$ cat src/rtl/sseq_pkg.sv
package sseq_pkg;

    typedef enum logic [1:0] {
        SUP_DIP  = 2'b00,
        SUP_MID  = 2'b01,
        SUP_GOOD = 2'b10,
        SUP_BAD  = 2'b11
    } supply_e;

    // Any code at or below the dip level (the unused code counts as a dip).
    function automatic logic supply_dip(input logic [1:0] code);
        return (code == SUP_DIP) || (code == SUP_BAD);
    endfunction

    function automatic logic supply_can_ramp(input logic [1:0] code);
        return code == SUP_GOOD;
    endfunction

    // Clear request for the soft-start bit, one field per source.
    typedef struct packed {
        logic standby;
        logic dip;
        logic xray;
    } ss_clear_t;

endpackage

$ cat src/rtl/sseq_xray_guard.sv
module sseq_xray_guard #(
    parameter int QUAL = 1000
) (
    input  logic clk,
    input  logic rst,
    input  logic xray_hi,
    input  logic hard_sel,
    input  logic power_dip,
    output logic trip,
    output logic hard_lock
);
    localparam int QW = (QUAL > 1) ? $clog2(QUAL) : 1;
    localparam logic [QW-1:0] LAST = QW'(QUAL - 1);

    logic [QW-1:0] run_q;
    logic          lock_q;

    // Trip on the edge where the comparator completes QUAL consecutive samples.
    assign trip      = xray_hi && (run_q == LAST);
    assign hard_lock = lock_q;

    always_ff @(posedge clk) begin
        if (rst || !xray_hi) begin
            run_q <= '0;
        end else if (run_q != LAST) begin
            run_q <= run_q + 1'b1;
        end
    end

    // The latch survives everything except reset and a supply dip.
    always_ff @(posedge clk) begin
        if (rst || power_dip) begin
            lock_q <= 1'b0;
        end else if (trip && hard_sel) begin
            lock_q <= 1'b1;
        end
    end

endmodule

$ cat src/rtl/sseq_ramp.sv
module sseq_ramp #(
    parameter int DIV = 64,
    parameter int TOP = 49,
    parameter int RW  = 6
) (
    input  logic          clk,
    input  logic          rst,
    input  logic          discharge,
    input  logic          charge_ok,
    output logic [RW-1:0] level
);
    localparam int DVW = (DIV > 1) ? $clog2(DIV) : 1;
    localparam logic [DVW-1:0] DIV_LAST = DVW'(DIV - 1);
    localparam logic [RW-1:0]  TOP_R    = RW'(TOP);

    logic [DVW-1:0] div_q;
    logic [RW-1:0]  level_q;

    assign level = level_q;

    always_ff @(posedge clk) begin
        if (rst || discharge) begin
            div_q   <= '0;
            level_q <= '0;
        end else if (charge_ok && (level_q != TOP_R)) begin
            if (div_q == DIV_LAST) begin
                div_q   <= '0;
                level_q <= level_q + 1'b1;
            end else begin
                div_q <= div_q + 1'b1;
            end
        end
    end

endmodule

$ cat src/rtl/sseq_duty_ch.sv
module sseq_duty_ch #(
    parameter int RW    = 6,
    parameter int START = 17,
    parameter int FULL  = 16,
    parameter int DW    = 5
) (
    input  logic [RW-1:0] level,
    input  logic          gate,
    output logic          en,
    output logic [DW-1:0] duty
);
    localparam logic [RW-1:0] START_R = RW'(START);
    localparam logic [RW:0]   FULL_X  = (RW+1)'(FULL);
    localparam logic [DW-1:0] FULL_D  = DW'(FULL);

    logic [RW:0] rel;

    always_comb begin
        rel  = {1'b0, level} - {1'b0, START_R} + (RW+1)'(1);
        en   = gate && (level >= START_R);
        duty = '0;
        if (en) begin
            duty = (rel >= FULL_X) ? FULL_D : DW'(rel);
        end
    end

endmodule

$ cat src/rtl/sseq_softstart_ctrl.sv
module sseq_softstart_ctrl #(
    parameter int RAMP_DIV   = 64,
    parameter int VERT_LVL   = 11,
    parameter int HOR_LVL    = 17,
    parameter int HDUTY_FULL = 16,
    parameter int BDUTY_FULL = 16,
    parameter int XRAY_QUAL  = 1000,
    localparam int HDW = $clog2(HDUTY_FULL + 1),
    localparam int BDW = $clog2(BDUTY_FULL + 1)
) (
    input  logic           clk,
    input  logic           rst,
    input  logic [1:0]     supply_code,
    input  logic           ack_window,
    input  logic           xray_hi,
    input  logic           xray_hard_sel,
    input  logic           ext_pulldown,
    input  logic           ss_wr_en,
    input  logic           ss_wr_data,
    input  logic           loops_locked,
    output logic           i2c_ack_en,
    output logic           vert_en,
    output logic           hdrv_en,
    output logic [HDW-1:0] hdrv_duty,
    output logic           bplus_en,
    output logic [BDW-1:0] bplus_duty,
    output logic           loops_en,
    output logic           unlock_float,
    output logic           blank_cont
);
    import sseq_pkg::*;

    localparam int BPLUS_LVL = HOR_LVL + HDUTY_FULL;
    localparam int RUN_LVL   = BPLUS_LVL + BDUTY_FULL;
    localparam int RW        = $clog2(RUN_LVL + 1);
    localparam logic [RW-1:0] VERT_R = RW'(VERT_LVL);
    localparam logic [RW-1:0] RUN_R  = RW'(RUN_LVL);

    ss_clear_t     clr;
    logic          dip;
    logic          trip;
    logic          hard_lock;
    logic          ss_q;
    logic          varm_q;
    logic          run_ok;
    logic          normal;
    logic [RW-1:0] level;

    assign dip = supply_dip(supply_code);

    always_comb begin
        clr.standby = !ack_window;
        clr.dip     = dip;
        clr.xray    = trip;
    end

    sseq_xray_guard #(
        .QUAL(XRAY_QUAL)
    ) u_xray (
        .clk      (clk),
        .rst      (rst),
        .xray_hi  (xray_hi),
        .hard_sel (xray_hard_sel),
        .power_dip(dip),
        .trip     (trip),
        .hard_lock(hard_lock)
    );

    // Soft-start control bit: any clear source wins over a bus write.
    always_ff @(posedge clk) begin
        if (rst || (|clr)) begin
            ss_q <= 1'b0;
        end else if (ss_wr_en) begin
            ss_q <= ss_wr_data && !hard_lock;
        end
    end

    assign run_ok = ss_q && !ext_pulldown;

    sseq_ramp #(
        .DIV(RAMP_DIV),
        .TOP(RUN_LVL),
        .RW (RW)
    ) u_ramp (
        .clk      (clk),
        .rst      (rst),
        .discharge(!run_ok),
        .charge_ok(supply_can_ramp(supply_code)),
        .level    (level)
    );

    // Vertical stages stay armed through an external pull-down.
    always_ff @(posedge clk) begin
        if (rst || !ss_q) begin
            varm_q <= 1'b0;
        end else if (level >= VERT_R) begin
            varm_q <= 1'b1;
        end
    end

    assign vert_en = ss_q && (varm_q || (level >= VERT_R));

    sseq_duty_ch #(
        .RW   (RW),
        .START(HOR_LVL),
        .FULL (HDUTY_FULL),
        .DW   (HDW)
    ) u_hdrv (
        .level(level),
        .gate (run_ok),
        .en   (hdrv_en),
        .duty (hdrv_duty)
    );

    sseq_duty_ch #(
        .RW   (RW),
        .START(BPLUS_LVL),
        .FULL (BDUTY_FULL),
        .DW   (BDW)
    ) u_bplus (
        .level(level),
        .gate (run_ok),
        .en   (bplus_en),
        .duty (bplus_duty)
    );

    assign loops_en     = run_ok && (level == RUN_R);
    assign normal       = loops_en && loops_locked;
    assign blank_cont   = !normal;
    assign unlock_float = !normal;
    assign i2c_ack_en   = ack_window;

endmodule

$ cat config.mk
export PLATFORM = sky130hd
export DESIGN_NAME = sseq_softstart_ctrl
export DESIGN_NICKNAME = d
export VERILOG_FILES = /design/src/rtl/sseq_pkg.sv /design/src/rtl/sseq_xray_guard.sv /design/src/rtl/sseq_ramp.sv /design/src/rtl/sseq_duty_ch.sv /design/src/rtl/sseq_softstart_ctrl.sv
export SDC_FILE = /design/constraint.sdc
export NUM_CORES = 1
export LEC_CHECK = 0
export ABC_CLOCK_PERIOD_IN_PS = 1400
export CELL_PAD_IN_SITES_DETAIL_PLACEMENT = 1
export CELL_PAD_IN_SITES_GLOBAL_PLACEMENT = 1
export CORE_MARGIN = 8
export CORE_UTILIZATION = 33
export DETAILED_ROUTE_END_ITERATION = 10
export MAX_ROUTING_LAYER = met4
export PLACE_DENSITY_LB_ADDON = 0.1
export SLEW_MARGIN = 25
export SYNTH_ARGS = -nofsm -noshare
export SYNTH_HDL_FRONTEND = slang
export SYNTH_SLANG_ARGS = --single-unit
$ cat constraint.sdc
create_clock -name clk -period 1.4 [get_ports clk]
set_input_delay 0.14 -clock clk [delete_from_list [all_inputs] [get_ports clk]]
set_output_delay 0.14 -clock clk [all_outputs]
set_load 0.02 [all_outputs]
==> results.cfg <==
[outcome]
status = finished, violations left
violations = setup timing

[global_routing]
grtUsageTotal_pct = 14.8
grt_pass1_vias = 1627
grt_pass1_wl_um = 7490
grt_max_degree = 16
antenna_found_initial = 0
gr-total-overflow = 0

[clock_tree]
clock-root-buffer = clkbuf_8
cts_buffers = 3
clk_pin_slew_ps = 100
clkLatencyLatePin_ps = 290
cts.path.max_buffers = 2
cts_max_level = 1
cts_tree = built
cts_sinks = 25

[routing]
wl_met2_um = 2450
drt_iter0_markers = 51
via_count = 1457
wl_met3_um = 226
drc = 0
topRoutingLayerUsed = met4
routed_wl_um = 4770
drtAntennaViolNets = 0
routedWlPerCell_um = 16.6
drtPass1Iterations = 4
via_per_inst = 5.06
drt-met1-wl_um = 1980

[sta]
fin_hold_ws_ps = 441
rsz0062_at_grt = yes
period_share_pct = 125
worst_slew_margin_rel_pct = 73.3
setup_slack_ps = -352
hold_violations = 0
fin_setup_tns_ps = -3280
post-route-min-period_ps = 1750
timing.fmax_mhz = 571
finalSetupViolCount = 23
drv_slew = 0
tightest_slew_ps = 400
skew_ps = 10.2

[synthesis]
synth_fa_ha_area_share_pct = 5.39
synthXorXnorAreaFrac_pct = 6.91
synth-edff-count = 0
synth-simple-area-share_pct = 34.0
synth.largest_area_cell = dfxtp_1
synth_cells = 170
synth_cell_types = 41
yosysSeqAreaShare_pct = 35.9
syn_nets = 187
synth_top_family_by_area = simple AND/OR/NAND/NOR gates
synth.avg_cell_area_um2 = 8.20
synth_mux_area_share_pct = 0.718
synth-main-ff-cell = dfxtp_1
synth_compound_area_share_pct = 10.9
ys_ff_latch = 25
synth.top_cell.area_share_pct = 35.9
synth_commonest_cells = dfxtp_1, nor2_1, nand2_1
synthArstFlopShare_pct = 0
synth_area_leaders = dfxtp_1, nor2_1, ha_1, nand2_1, xnor2_1
yosys_warnings = 0
synth_most_common_cell = dfxtp_1
syn-cell-area_um2 = 1390

[pwr]
p_sw_share_pct = 23.9
p_total_mw = 1.28
comb_power_share_pct = 8.1
p_sw_mw = 0.307
sequentialPowerShare_pct = 55.7
power.density_nw_per_um2 = 532
ir_drop_uv = 564
cell_internal_pwr_mw = 0.975
power.leakage_nw = 0.904
pwr-share-clk_pct = 36.2

[layout]
final_util_pct = 59.8
drive_gt1_share_pct = 55.5
areaGrowthSynthToFinish_pct = 72.8
nNetsFinal = 256
diodes = 0

[hold_path]
hp-class = in -> reg

[job]
cap_violations = 0

[die]
rows = 23
start_util_pct = 34.6
core-area_um2 = 4030
die_area_um2 = 6560
die_w_um = 81.0
fp.dieH_um = 81.0
boundaryPins = 28

[worst_setup_path]
arrival_ps = 1610
cp-end-kind = primary output
r2r_slack_ps = -150
cp_data_required_time_ps = 1260
cp_max_fo = 4
critPathKind = reg -> out
start_kind = register

[placement]
io_buffers = 27
gp_congestion = 0.807
dpl.hpwl_um = 3490
power by group through the flow:
stage,Clock [mW],Sequential (mW),Combinational [mW]
after global routing,0.500,0.715,0.112
after CTS,0.472,0.714,0.102
after floorplan,0,0.731,0.0348
final,0.463,0.714,0.104
after global placement,0,0.731,0.0856
after detailed placement,0,0.731,0.0896
metal layers:
layer	vias up	GRT usage, %
met1	692	15.3
met3	8	2.76
met2	30	27.0
li1	727	-
met5	-	-
met4	0	5.36
metrics by stage:
| step | area (µm²) | std cells | setup slack, ps |
|---|---|---|---|
| finish | 2410 | 288 | -352 |
| global route | 2410 | 288 | -403 |
| CTS | 2250 | 285 | -381 |
| detailed placement | 2050 | 277 | -640 |
| global placement | 2050 | 277 | -620 |
| floorplan | 1490 | 170 | -43.4 |
logic make-up (layout without fill, tap and decap cells):
| logic type | count (synthesis) | after routing |
|---|---|---|
| mux | 1 | 1 |
| xor+xnor | 11 | 11 |
| compound gates | 24 | 24 |
| simple gates | 89 | 89 |
| buf+inv | 14 | 82 |
| flops | 25 | 25 |
| fa+ha+maj | 6 | 6 |
flip-flops by register name, indices dropped and copies added (netlist names):
signal and cells:
u_ramp.div_q 6, u_xray.run_q 10, u_xray.hard_lock 1, u_ramp.level 6, ss_q 1, varm_q 1
final timing paths:
kind                            cells after the start                             to                     startpoint
worst max-delay path                                5                   hdrv_duty[0]   u_ramp.level[1]$_SDFFE_PP0P_
worst min-delay path                                3              ss_q$_SDFFE_PP0P_                     ack_window
worst max register to register                      8   u_ramp.div_q[2]$_SDFFE_PP0P_   u_ramp.level[1]$_SDFFE_PP0P_
worst min register to register                      2  u_xray.hard_lock$_SDFFE_PP0P_  u_xray.hard_lock$_SDFFE_PP0P_
critical path: stages (launching register included):
cell     delay (ps)
dfxtp_2         370
inv_4            60
ha_4            160
or3b_4          430
and3_4          200
buf_6           120
placed cells by master, fill, tap and decap left out, types with 3 or more instances in the layout:
| cell type | Yosys | layout |
|---|---|---|
| clkdlybuf4s50_1 | 0 | 9 |
| clkbuf_8 | 1 | 3 |
| buf_6 | 2 | 21 |
| nor4_2 | 0 | 5 |
| nand3_1 | 11 | 8 |
| xor2_1 | 4 | 4 |
| nor3b_2 | 0 | 3 |
| dfxtp_1 | 25 | 16 |
| nand2_1 | 17 | 11 |
| nand2_2 | 0 | 4 |
| buf_4 | 2 | 38 |
| and3_4 | 0 | 3 |
| or3_1 | 3 | 3 |
| inv_1 | 6 | 3 |
| a31oi_1 | 3 | 3 |
| nor2_2 | 0 | 3 |
| nor3_1 | 9 | 5 |
| a21oi_2 | 1 | 4 |
| o21ai_2 | 1 | 3 |
| nor3_2 | 0 | 3 |
| ha_4 | 0 | 3 |
| dfxtp_2 | 0 | 7 |
| a21oi_1 | 9 | 5 |
| inv_4 | 0 | 3 |
| nor2_1 | 21 | 16 |
| xnor2_1 | 7 | 7 |
cell type report:
cell class              instances  area, µm²
fillers                       445       1620
multi-input cells             131       1100
repair buffers                 72        658
flip-flops and latches         25        517
well taps                      50       62.6
clock buffers                   3       41.3
inverters                       6       27.5
clock inverters                 1       6.26
timing repair:
item	in CTS	in global routing
pin swaps	17	20
hold buffers	0	0
endpoints found under the setup margin	30	31
setup buffers	4	4
gates resized for setup	130	37
endpoints found under the hold margin	0	0
Note: power is estimated with default switching activity, not from simulation.
